--- src/rtl/xbus_pkg.sv ---
package xbus_pkg;
  typedef enum logic [1:0] {
    XK_CODE  = 2'd0,
    XK_READ  = 2'd1,
    XK_WRITE = 2'd2,
    XK_RSVD  = 2'd3
  } xkind_e;

  // CPU states per external cycle and the phase map inside one cycle
  localparam int unsigned XB_STATES    = 6;
  localparam int unsigned XB_ADDR_LAST = 1;  // states 0..1 carry the low address
  localparam int unsigned XB_STB_FIRST = 2;  // strobes active in states 2..4
  localparam int unsigned XB_STB_LAST  = 4;
endpackage

--- src/rtl/xbus_seq.sv ---
module xbus_seq #(
  parameter int unsigned STATES = xbus_pkg::XB_STATES,
  localparam int unsigned SW = $clog2(STATES)
) (
  input  logic          clk,
  input  logic          rst_n,
  input  logic          start,
  input  logic          dbl_in,
  output logic          busy,
  output logic [SW-1:0] st,
  output logic          tick_last,
  output logic          cyc_end
);
  logic          busy_q;
  logic [SW-1:0] st_q;
  logic          sub_q;
  logic          dbl_q;

  assign tick_last = dbl_q | sub_q;
  assign busy      = busy_q;
  assign st        = st_q;
  assign cyc_end   = busy_q && tick_last && (st_q == SW'(STATES-1));

  always_ff @(posedge clk) begin
    if (!rst_n) begin
      busy_q <= 1'b0;
      st_q   <= '0;
      sub_q  <= 1'b0;
      dbl_q  <= 1'b0;
    end else if (start) begin
      busy_q <= 1'b1;
      st_q   <= '0;
      sub_q  <= 1'b0;
      dbl_q  <= dbl_in;
    end else if (busy_q) begin
      if (tick_last) begin
        sub_q <= 1'b0;
        if (st_q == SW'(STATES-1)) busy_q <= 1'b0;
        else                       st_q   <= st_q + 1'b1;
      end else begin
        sub_q <= 1'b1;
      end
    end
  end

  AST_START_IDLE: assert property (@(posedge clk) disable iff (!rst_n)
    start |-> !busy_q);
  AST_STATE_RANGE: assert property (@(posedge clk) disable iff (!rst_n)
    busy_q |-> (st_q < SW'(STATES)));
  AST_MODE_HELD: assert property (@(posedge clk) disable iff (!rst_n)
    (busy_q && $past(busy_q) && !$past(start)) |-> $stable(dbl_q));
endmodule

--- src/rtl/xbus_drive.sv ---
module xbus_drive
  import xbus_pkg::*;
#(
  parameter int unsigned ADDR_W = 16,
  parameter int unsigned DATA_W = 8,
  localparam int unsigned SW    = $clog2(XB_STATES),
  localparam int unsigned HI_W  = ADDR_W - DATA_W
) (
  input  logic              busy,
  input  logic [SW-1:0]     st,
  input  xkind_e            kind,
  input  logic              offchip,
  input  logic [ADDR_W-1:0] addr,
  input  logic [DATA_W-1:0] wdata,
  output logic              ale,
  output logic              rd_n,
  output logic              wr_n,
  output logic              psen_n,
  output logic [DATA_W-1:0] lo_out,
  output logic              lo_oe,
  output logic [HI_W-1:0]   hi_out
);
  logic in_addr, in_stb, is_code, is_wr, is_rd, bus_on;

  always_comb begin
    in_addr = (st <= SW'(XB_ADDR_LAST));
    in_stb  = (st >= SW'(XB_STB_FIRST)) && (st <= SW'(XB_STB_LAST));
    is_code = (kind == XK_CODE);
    is_wr   = (kind == XK_WRITE);
    is_rd   = !is_code && !is_wr;
    bus_on  = busy && offchip;

    ale    = bus_on && (st == '0);
    lo_oe  = bus_on && (in_addr || is_wr);
    lo_out = in_addr ? addr[DATA_W-1:0] : wdata;
    hi_out = addr[ADDR_W-1:DATA_W];
    psen_n = !(bus_on && is_code && in_stb);
    rd_n   = !(bus_on && is_rd && in_stb);
    wr_n   = !(bus_on && is_wr && in_stb);
  end
endmodule

--- src/rtl/xbus_capture.sv ---
module xbus_capture #(
  parameter int unsigned DATA_W = 8
) (
  input  logic              clk,
  input  logic              rst_n,
  input  logic              sample,
  input  logic [DATA_W-1:0] lo_in,
  output logic [DATA_W-1:0] rd_data
);
  always_ff @(posedge clk) begin
    if (!rst_n)      rd_data <= '0;
    else if (sample) rd_data <= lo_in;
  end
endmodule

--- src/rtl/xbus_mux_if.sv ---
module xbus_mux_if
  import xbus_pkg::*;
#(
  parameter int unsigned ADDR_W         = 16,
  parameter int unsigned DATA_W         = 8,
  parameter int unsigned INT_CODE_BYTES = 8192,
  localparam int unsigned SW            = $clog2(XB_STATES),
  localparam int unsigned HI_W          = ADDR_W - DATA_W
) (
  input  logic              clk,
  input  logic              rst_n,
  input  logic              req_valid,
  output logic              req_ready,
  input  logic [ADDR_W-1:0] req_addr,
  input  logic [DATA_W-1:0] req_wdata,
  input  logic [1:0]        req_kind,
  input  logic              dbl_speed,
  input  logic              force_ext_n,
  output logic              done,
  output logic [DATA_W-1:0] rd_data,
  output logic              rsp_offchip,
  output logic              ale,
  output logic              rd_n,
  output logic              wr_n,
  output logic              psen_n,
  output logic [DATA_W-1:0] lo_out,
  output logic              lo_oe,
  input  logic [DATA_W-1:0] lo_in,
  output logic [HI_W-1:0]   hi_out
);
  localparam logic [ADDR_W:0] INT_LIM = (ADDR_W+1)'(INT_CODE_BYTES);

  typedef struct packed {
    logic [ADDR_W-1:0] addr;
    logic [DATA_W-1:0] wdata;
    xkind_e            kind;
  } xreq_t;

  xreq_t         cur_q;
  logic          off_q;
  logic          start, busy, tick_last, off_d, sample;
  logic [SW-1:0] st;

  assign req_ready   = !busy;
  assign start       = req_valid && req_ready;
  assign rsp_offchip = off_q;
  assign off_d = (xkind_e'(req_kind) != XK_CODE) || !force_ext_n ||
                 ({1'b0, req_addr} >= INT_LIM);

  always_ff @(posedge clk) begin
    if (!rst_n) begin
      cur_q <= '{addr: '0, wdata: '0, kind: XK_CODE};
      off_q <= 1'b0;
    end else if (start) begin
      cur_q <= '{addr: req_addr, wdata: req_wdata, kind: xkind_e'(req_kind)};
      off_q <= off_d;
    end
  end

  xbus_seq #(.STATES(XB_STATES)) seq_i (
    .clk(clk), .rst_n(rst_n), .start(start), .dbl_in(dbl_speed),
    .busy(busy), .st(st), .tick_last(tick_last), .cyc_end(done)
  );

  xbus_drive #(.ADDR_W(ADDR_W), .DATA_W(DATA_W)) drv_i (
    .busy(busy), .st(st), .kind(cur_q.kind), .offchip(off_q),
    .addr(cur_q.addr), .wdata(cur_q.wdata),
    .ale(ale), .rd_n(rd_n), .wr_n(wr_n), .psen_n(psen_n),
    .lo_out(lo_out), .lo_oe(lo_oe), .hi_out(hi_out)
  );

  assign sample = busy && off_q && (cur_q.kind != XK_WRITE) && tick_last &&
                  (st == SW'(XB_STB_LAST));

  xbus_capture #(.DATA_W(DATA_W)) cap_i (
    .clk(clk), .rst_n(rst_n), .sample(sample), .lo_in(lo_in), .rd_data(rd_data)
  );

  AST_READY_AFTER_DONE: assert property (@(posedge clk) disable iff (!rst_n)
    done |=> req_ready);
  AST_DONE_SINGLE: assert property (@(posedge clk) disable iff (!rst_n)
    done |=> !done);
  AST_HI_HELD: assert property (@(posedge clk) disable iff (!rst_n)
    (!req_ready && !$past(req_ready)) |-> $stable(hi_out));
  AST_ALE_QUIET: assert property (@(posedge clk) disable iff (!rst_n)
    ale |-> (rd_n && wr_n && psen_n && lo_oe));
  AST_RD_FLOAT: assert property (@(posedge clk) disable iff (!rst_n)
    (!rd_n || !psen_n) |-> !lo_oe);
  AST_WR_HOLD: assert property (@(posedge clk) disable iff (!rst_n)
    $rose(wr_n) |-> lo_oe);
  AST_CODE_NO_DATA_STB: assert property (@(posedge clk) disable iff (!rst_n)
    !psen_n |-> (rd_n && wr_n));
endmodule

--- config.mk ---
export PLATFORM = sky130hd
export DESIGN_NAME = xbus_mux_if
export DESIGN_NICKNAME = d
export VERILOG_FILES = /design/src/rtl/xbus_pkg.sv /design/src/rtl/xbus_seq.sv /design/src/rtl/xbus_drive.sv /design/src/rtl/xbus_capture.sv /design/src/rtl/xbus_mux_if.sv
export SDC_FILE = /design/constraint.sdc
export NUM_CORES = 1
export LEC_CHECK = 0
export BUFFER_PORTS_ARGS = -buffer_cell sky130_fd_sc_hd__buf_4
export CAP_MARGIN = 15
export CORE_AREA = 2 2 73 68
export CTS_CLUSTER_DIAMETER = 120
export DETAILED_ROUTE_END_ITERATION = 8
export DIE_AREA = 0 0 75 70
export GPL_TIMING_DRIVEN = 0
export HOLD_SLACK_MARGIN = 0.03
export MAX_ROUTING_LAYER = met4
export PLACE_DENSITY = 0.71
export SKIP_LAST_GASP = 1
export SYNTH_ARGS = -nofsm -noshare
export SYNTH_HDL_FRONTEND = slang
export SYNTH_SLANG_ARGS = --single-unit
--- constraint.sdc ---
create_clock -name clk -period 2.1 [get_ports clk]
set_input_delay 0.21 -clock clk [delete_from_list [all_inputs] [get_ports clk]]
set_output_delay 0.21 -clock clk [all_outputs]
set_load 0.05 [all_outputs]
# --- Word level (Yosys, flattened, before mapping) ---
# Cells that the tools add are included.
totals:
  reg_bits: 41
  inputBits: 39
  out_inout_bits: 32
  wordCells: 59
op_classes:
  add_sub_neg: 1
  n_lt_le_gt_ge: 4
  eq_ne: 4
  n_mux: 6
  bitwise: 3
  n_reduce_logical: 32
op_table:
  columns: ["op", "n"]
  rows:
  - ["$logic_and A1 B1 Y1", 17]
  - ["$ge A16 B14 Y1 const B", 1]
  - ["$mux W8", 1]
  - ["$logic_not A1 Y1", 7]
  - ["$eq A3 B3 Y1 const B", 2]
  - ["$mux W1", 5]
  - ["$add A3 B1 Y3 const B", 1]
  - ["$ge A3 B2 Y1 const B", 1]
  - ["$le A3 B1 Y1 const B", 1]
  - ["$le A3 B3 Y1 const B", 1]
  - ["$logic_not A3 Y1", 1]
  - ["$logic_or A1 B1 Y1", 3]
  - ["$reduce_and A3 Y1", 1]
  - ["$eq A2 B2 Y1 const B", 1]
  - ["$logic_not A2 Y1", 1]
  - ["$ne A2 B2 Y1 const B", 1]
  - ["$not A1 Y1", 2]
  - ["$reduce_bool A2 Y1", 1]
  - ["$reduce_or A2 Y1", 1]
  - ["$or A1 B1 Y1", 1]

# --- Depth between registers and ports, before layout ---
# Gate-level depths: netlist (run 1).
logic_depth:
  word_depth: 6
  ltp_mapped: 6
  ltp_nobuf: 5

# --- Cells and area by module ---
# From an unflattened synthesis (run 1), not the netlist that was laid out.
hier_totals:
  cells_unflattened: 209
  area_unflattened_um2: 2015.7
by_module_without_submodules:
  columns: ["mod", "instances", "cells_each", "area_per_inst_um2", "seq_area_each_um2"]
  rows:
  - ["xbus_mux_if", 1, 123, 1156.1, 540.5]
  - ["xbus_capture", 1, 25, 301.5, 160.2]
  - ["xbus_seq", 1, 32, 290.3, 120.1]
  - ["xbus_drive", 1, 29, 267.8, 0.0]

# --- Worst setup path before layout (run 1) ---
# No wires, ideal clock.
synth_timing:
  kind: "register to output"
  from: "register off_q, in the netlist rsp_offchip"
  to: "output port ale"
  arrival_time_ns: 1.955
  required_ns: 1.890
  setup_slack_ns: -0.065
  path_stages_with_launch: 3
  path_buffers: 0
  cell_sequence: "dfxtp_1 nand2_4 nor3b_1"
synth_via:
  elab_chain_len: 2
synth_lines:
  columns: ["item", "line", "text"]
  rows:
  - ["start, declared", "xbus_mux_if.sv:40", "logic off_q;"]
  - ["start signal, assigned", "xbus_mux_if.sv:53", "off_q <= 1'b0;"]
  - ["start signal, assigned", "xbus_mux_if.sv:56", "off_q <= off_d;"]
  - ["$logic_and A1 B1 Y1", "xbus_drive.sv:31", "bus_on = busy && offchip;"]
  - ["$logic_and A1 B1 Y1", "xbus_drive.sv:33", "ale = bus_on && (st == '0);"]
  - ["end, declared", "xbus_mux_if.sv:22", "output logic ale,"]
# No other way between the ends.

# --- Final worst setup path (run 1) ---
layout_timing:
  from: "register seq_i.st_q[2], in the netlist seq_i.st[2]"
  to: "output port lo_out[5]"
layout_via:
  elab_chain_len: 2
layout_lines:
  columns: ["item", "line", "text"]
  rows:
  - ["start, declared", "xbus_seq.sv:15", "logic [SW-1:0] st_q;"]
  - ["start signal, assigned", "xbus_seq.sv:39", "else st_q <= st_q + 1'b1;"]
  - ["$le A3 B1 Y1", "xbus_drive.sv:26", "in_addr = (st <= SW'(XB_ADDR_LAST));"]
  - ["$mux W8", "xbus_drive.sv:35", "lo_out = in_addr ? addr[DATA_W-1:0] : wdata;"]
  - ["end, declared", "xbus_mux_if.sv:26", "output logic [DATA_W-1:0] lo_out,"]
# No other way between the ends.

==> results of run 1 <==
## per-layer routing
metal  share of wire  routed length (microns)  GRT usage  up-vias
met5               0                        0          -        -
met4           0.010                       44    0.06151        0
met3           0.042                      183    0.03608        4
li1                -                        -          -      877
met1            0.47                     2062     0.2557      743
met2            0.48                     2114     0.2836       41
## registers in the layout (all words and copies together), names as in the netlist
| signal | cells |
|---|---|
| cap_i.rd_data | 8 |
| cur_q | 26 |
| rsp_offchip | 1 |
| seq_i.busy | 1 |
| seq_i.dbl_q | 1 |
| seq_i.st | 3 |
| seq_i.sub_q | 1 |
## final cells by class
class                   count  share of cell area
repair buffers             69              0.1955
flip-flops and latches     41              0.3097
clock buffers               7             0.03258
clock inverters             1             0.01133
plain buffers              22             0.06138
multi-input cells         157              0.3546
inverters                   3            0.004249
well taps                  65             0.03069
## power groups by stage
| stage | registers (mW) | clock network (mW) | logic (mW) |
|---|---|---|---|
| after floorplan | 0.850 | 0 | 0.197 |
| after global placement | 0.849 | 0 | 0.314 |
| after detailed placement | 0.850 | 0 | 0.316 |
| after CTS | 0.832 | 0.661 | 0.317 |
| after global routing | 0.837 | 0.688 | 0.342 |
| final | 0.832 | 0.650 | 0.313 |
## layout by cell type (no fill, tap or decap)
| cell | count |
|---|---|
| o21a_1 | 1 |
| ha_1 | 3 |
| or3b_1 | 1 |
| a21oi_1 | 4 |
| nand3_1 | 4 |
| nor2b_1 | 1 |
| inv_1 | 3 |
| o21ai_0 | 3 |
| buf_6 | 5 |
| nand2_4 | 1 |
| nor4_1 | 1 |
| a21oi_2 | 1 |
| bufinv_16 | 1 |
| and3_2 | 1 |
| clkbuf_8 | 6 |
| mux2_2 | 8 |
| a2bb2oi_1 | 1 |
| nand2_1 | 74 |
| nor2_2 | 1 |
| nand2b_2 | 1 |
| nand3b_1 | 1 |
| a21boi_1 | 5 |
| and4bb_1 | 1 |
| buf_4 | 79 |
| nor3b_1 | 3 |
| o2bb2ai_1 | 1 |
| dfxtp_1 | 41 |
| a21boi_0 | 22 |
| mux2i_1 | 9 |
| clkbuf_1 | 4 |
| nand2b_1 | 1 |
| nor3b_2 | 1 |
| buf_2 | 4 |
| nor2_1 | 5 |
| nor2b_2 | 2 |
## critical path, stage by stage (launching register included)
cell,delay (ns)
dfxtp_1,0.31
buf_6,0.13
nor2_2,0.38
mux2_2,0.40
buf_4,0.19
## final timing paths
check	slack, ns	depth (start not counted)	startpoint	endpoint
min	0.16	3	dbl_speed	seq_i.dbl_q$_SDFFE_PN0P_
max	0.18	4	seq_i.st[2]$_SDFFE_PP0P_	lo_out[5]
max reg2reg	0.68	5	seq_i.st[1]$_SDFFE_PP0P_	seq_i.st[2]$_SDFFE_PP0P_
min reg2reg	0.45	2	cur_q[19]$_SDFFE_PN0P_	cur_q[19]$_SDFFE_PN0P_
## synthesized netlist by cell type (all sizes together)
cell type / n / area, sq um
mux2: 8 / 90.09
o21ai: 3 / 15.01
inv: 3 / 11.26
dfxtp: 41 / 820.8
nand3: 4 / 20.02
a21oi: 5 / 28.78
buf: 19 / 151.4
clkbuf: 3 / 11.26
a2bb2oi: 1 / 8.760
mux2i: 9 / 90.09
and3: 1 / 7.510
nor4: 1 / 6.260
nand2b: 2 / 15.02
nand2: 75 / 289.0
a21boi: 27 / 202.7
or3b: 1 / 8.760
nand3b: 1 / 7.510
o2bb2ai: 1 / 8.760
and4bb: 1 / 12.51
nor3b: 4 / 30.03
ha: 3 / 37.54
nor2: 6 / 25.03
nor2b: 3 / 23.78
o21a: 1 / 7.510
## cells by family (layout without fill, tap and decap cells)
group                      after synthesis  after routing  share of synthesized area
muxes                                   17             17                    0.09339
DFF                                     41             41                     0.4254
buffers and inverters                   25            102                    0.09014
AOI/OAI and AO/OA                       38             38                     0.1407
and+or+nand+nor                         99             99                     0.2309
adders and majority gates                3              3                    0.01946
==> flow_metrics.tcl, run 1 <==
set metrics [dict create \
    final.period_utilization 0.9133 \
    wl_microns 4405 \
    clock_skew_ns 0.01146 \
    cts_tree "built" \
    syn_inst 223 \
    io_pins 71 \
    finalSetupTns_ns 0 \
    final_cell_area_sq_um 2650 \
    yosysUniqueCellTypes 32 \
    combPwrFrac 0.175 \
    p_switching_mw 0.4564 \
    firstDrtPassIters 5 \
    grt_usage 0.1891 \
    max_freq_mhz 521.4 \
    relSlewSlack 0.6719 \
    p_leak_nw 1.166 \
    coreArea_sq_um 4594 \
    worst_slack_ns 0.1821 \
    clk_pin_slew_worst_paths_ns 0.08 \
    place.gp.congestion 0.8338 \
    gr-total-overflow 0 \
    p_int_mw 1.338 \
    cts_made_buffers 5 \
    yosysWarnings 0 \
    hold_ws_ns 0.1612 \
    post-route-util 0.5768 \
    maxSlewViolCount 0 \
    cts_resized 0 \
    clk_latency_ns 0.29 \
    yosysSeqAreaShare 0.4254 \
    irDropWorstVdd_mv 0.3541 \
    switching_share 0.2543 \
    dp_cells 357 \
    dp_worst_setup_slack_ns 0.4664 \
    grt_pass1_vias 1610 \
    crit_required_ns 1.89 \
    n_antenna_cell 0 \
    viasPerCell 4.562 \
    endpoint_kind "output port" \
    start_util 0.4199 \
    postCtsSetupBuffers 0 \
    path_max_fanout 9 \
    antenna_left 0 \
    min_period_ns 1.918 \
    h-tree-depth 2 \
    worst_slew_pin_slew_ns 0.4916 \
    drv_cap 0 \
    hold_class "in -> reg" \
    drt_iter0_drc 62 \
    rsz0062_at_grt "false" \
    clockBufferDepth 2 \
    powerDensity_nw_per_um2 677.2 \
    clock_sinks 41 \
    drive_gt1_frac 0.3700 \
    grt_start_max_net_pins 13 \
    finalHoldViolCount 0 \
    area_delta_synth_final_pct 37.35 \
    clock-root-buffer "clkbuf_8" \
    wl_per_cell_microns 12.07 \
    dpl_cell_area_sq_um 2534 \
    fill_cells 458 \
    synth_area_per_cell_sq_um 8.652 \
    syn-num-nets 265 \
    die_h_microns 70 \
    synth_area_sq_um 1929 \
    seqCellArea_sq_um 820.8 \
    seq_power_share 0.463 \
    layoutNonFillerInstCount 365 \
    drc 0 \
    setup_viol_count_final 0 \
    cp.arrival_ns 1.71 \
    crit_type "reg -> out" \
    portBuffers 69 \
    grt_pass1_wl_microns 7479 \
    power.clock.fraction 0.362 \
    hold_buffers 0 \
    die_area_sq_um 5250 \
    start_kind "flip-flop" \
    num_rows 24 \
    fin_nets 341 \
    dp_hpwl_microns 3347 \
    ys_ff_latch 41 \
    outcome "finished clean" \
    antenna_found_initial 0 \
    multi_input_area_sq_um 939.7 \
    num_vias 1665 \
    die_w_microns 75 \
    p_total_mw 1.795 \
]
(Power assumes the default switching activity.)
==> inputs of run 2 (changes only) <==
--- a/config.mk
+++ b/config.mk
@@ -7,14 +7,15 @@
 export LEC_CHECK = 0
 export BUFFER_PORTS_ARGS = -buffer_cell sky130_fd_sc_hd__buf_4
 export CAP_MARGIN = 15
-export CORE_AREA = 2 2 73 68
+export CELL_PAD_IN_SITES_DETAIL_PLACEMENT = 0
+export CELL_PAD_IN_SITES_GLOBAL_PLACEMENT = 1
+export CORE_AREA = 2 2 79 73
 export CTS_CLUSTER_DIAMETER = 120
 export DETAILED_ROUTE_END_ITERATION = 8
-export DIE_AREA = 0 0 75 70
-export GPL_TIMING_DRIVEN = 0
+export DIE_AREA = 0 0 81 75
 export HOLD_SLACK_MARGIN = 0.03
 export MAX_ROUTING_LAYER = met4
-export PLACE_DENSITY = 0.71
+export PLACE_DENSITY = 0.82
 export SKIP_LAST_GASP = 1
 export SYNTH_ARGS = -nofsm -noshare
 export SYNTH_HDL_FRONTEND = slang
==> run 2 against run 1 <==
Compared with the run above: worst hold slack better by 0.0022 ns; die area is 16% higher; clock skew is 0.0074 ns lower; flip-flop and latch count stayed put; critical path depth stayed put; global-route usage is 3.6 points lower; final area is 3.8% lower; sequential power hardly changed; combinational power is 8.0% lower; sequential share of layout area is 1.2 points higher; critical endpoint is now rd_n; largest cell class unchanged.
==> flow_metrics.tcl, run 2 (synthesized netlist as in run 1, its figures left out) <==
set metrics [dict create \
    regMostFlops "cur_q" \
    antenna_left 0 \
    fill_cells 528 \
    hold_buffers 0 \
    num_vias 1600 \
    reg_top3 "cur_q: 26 flops, cap_i.rd_data: 8 flops, seq_i.st: 3 flops" \
    die_w_microns 81 \
    post-route-util 0.4911 \
    firstDrtPassIters 4 \
    outcome "finished clean" \
    num_rows 25 \
    die_area_sq_um 6075 \
    grt_usage 0.1533 \
    endpoint_kind "output port" \
    maxSlewViolCount 0 \
    p_leak_nw 1.097 \
    critical_path.top_delay_family "flip-flops" \
    final.period_utilization 0.8649 \
    die_h_microns 75 \
    most-common-layout-cells "nand2_1, buf_4, dfxtp_1" \
    gr-total-overflow 0 \
    cts_resized 0 \
    crit_required_ns 1.89 \
    cts_tree "built" \
    max_stage_delay_ns 0.49 \
    irDropWorstVdd_mv 0.3716 \
    drt_iter0_drc 82 \
    hold_class "in -> reg" \
    clk_pin_slew_worst_paths_ns 0.08 \
    area_delta_synth_final_pct 32.17 \
    powerDensity_nw_per_um2 730.5 \
    multi_input_area_sq_um 939.7 \
    antenna_found_initial 0 \
    cp_num_buf_inv 1 \
    worst_slew_pin_slew_ns 0.4856 \
    place.gp.congestion 0.8313 \
    wl_microns 4238 \
    dp_hpwl_microns 2977 \
    finalHoldViolCount 0 \
    layout_commonest_cell "nand2_1" \
    drive_gt1_frac 0.3440 \
    cts_made_buffers 5 \
    path_max_fanout 9 \
    clock_skew_ns 0.004091 \
    slowest_stage "dfxtp_1" \
    viasPerCell 4.585 \
    fin_nets 323 \
    grt_start_max_net_pins 50 \
    clock-root-buffer "clkbuf_8" \
    wl_per_cell_microns 12.14 \
    io_pins 71 \
    clockBufferDepth 2 \
    cp.arrival_ns 1.61 \
    max_freq_mhz 550.6 \
    start_kind "flip-flop" \
    drv_cap 0 \
    rsz0062_at_grt "false" \
    grt_pass1_vias 1516 \
    clk_latency_ns 0.29 \
    setup_viol_count_final 0 \
    finalSetupTns_ns 0 \
    largest_reg_flops 26 \
    n_antenna_cell 0 \
    grt_pass1_wl_microns 6941 \
    crit_chain "or3b_1, a21oi_2, nand2_1, buf_4" \
    postCtsSetupBuffers 0 \
    start_util 0.3716 \
    relSlewSlack 0.6762 \
    clock_sinks 41 \
    portBuffers 70 \
    h-tree-depth 2 \
    seqCellArea_sq_um 820.8 \
    p_total_mw 1.863 \
    min_period_ns 1.816 \
    coreArea_sq_um 5192 \
    crit_type "reg -> out" \
    drc 0 \
]
==> run 2: area by class of cell <==
cell class              count  share of cell area
multi-input cells         157              0.3685
repair buffers             73              0.2198
well taps                  67             0.03288
flip-flops and latches     41              0.3219
clock buffers               5             0.02699
inverters                   3            0.004416
clock inverters             3             0.02552
==> run 2: where the power goes <==
| part | switching, mW | internal (mW) |
|---|---|---|
| clock network | 0.268 | 0.472 |
| registers | 0.0242 | 0.811 |
| logic | 0.165 | 0.123 |
| total | 0.457 | 1.41 |
==> run 2: routing by layer <==
metal | wire (microns) | vias to the layer above | global-route usage
li1 | - | 837 | -
met1 | 1993 | 714 | 0.1889
met2 | 1992 | 45 | 0.2534
met3 | 210 | 4 | 0.02278
met4 | 42 | 0 | 0.06215
met5 | 0 | - | -
==> run 2: final timing paths <==
path / startpoint / end / slack (ns) / cells after the start
setup / recovery: seq_i.st[2]$_SDFFE_PP0P_ / rd_n / 0.28 / 4
hold / removal: dbl_speed / seq_i.dbl_q$_SDFFE_PN0P_ / 0.16 / 3
setup reg to reg: seq_i.busy$_SDFF_PN0_ / cap_i.rd_data[0]$_SDFFE_PN0P_ / 0.57 / 3
hold reg to reg: cap_i.rd_data[6]$_SDFFE_PN0P_ / cap_i.rd_data[6]$_SDFFE_PN0P_ / 0.46 / 2
==> run 2: worst register-to-register path: stages, from the launching register on <==
cell and delay [ns]:
dfxtp_1 0.53, nand2_4 0.10, and4bb_1 0.58, mux2i_1 0.25
==> run 2: metrics by stage <==
| stage | instance area (sq um) | cells | hold WS [ns] | setup WS, ns |
|---|---|---|---|---|
| global route | 2550 | 349 | 0.1684 | 0.1766 |
| global placement | 2416 | 341 | 0.4429 | 0.6101 |
| floorplan | 1934 | 223 | 0.3448 | 0.4218 |
| CTS | 2550 | 349 | 0.1579 | 0.2756 |
| detailed placement | 2416 | 341 | 0.4501 | 0.5822 |
| finish | 2550 | 349 | 0.1634 | 0.2837 |
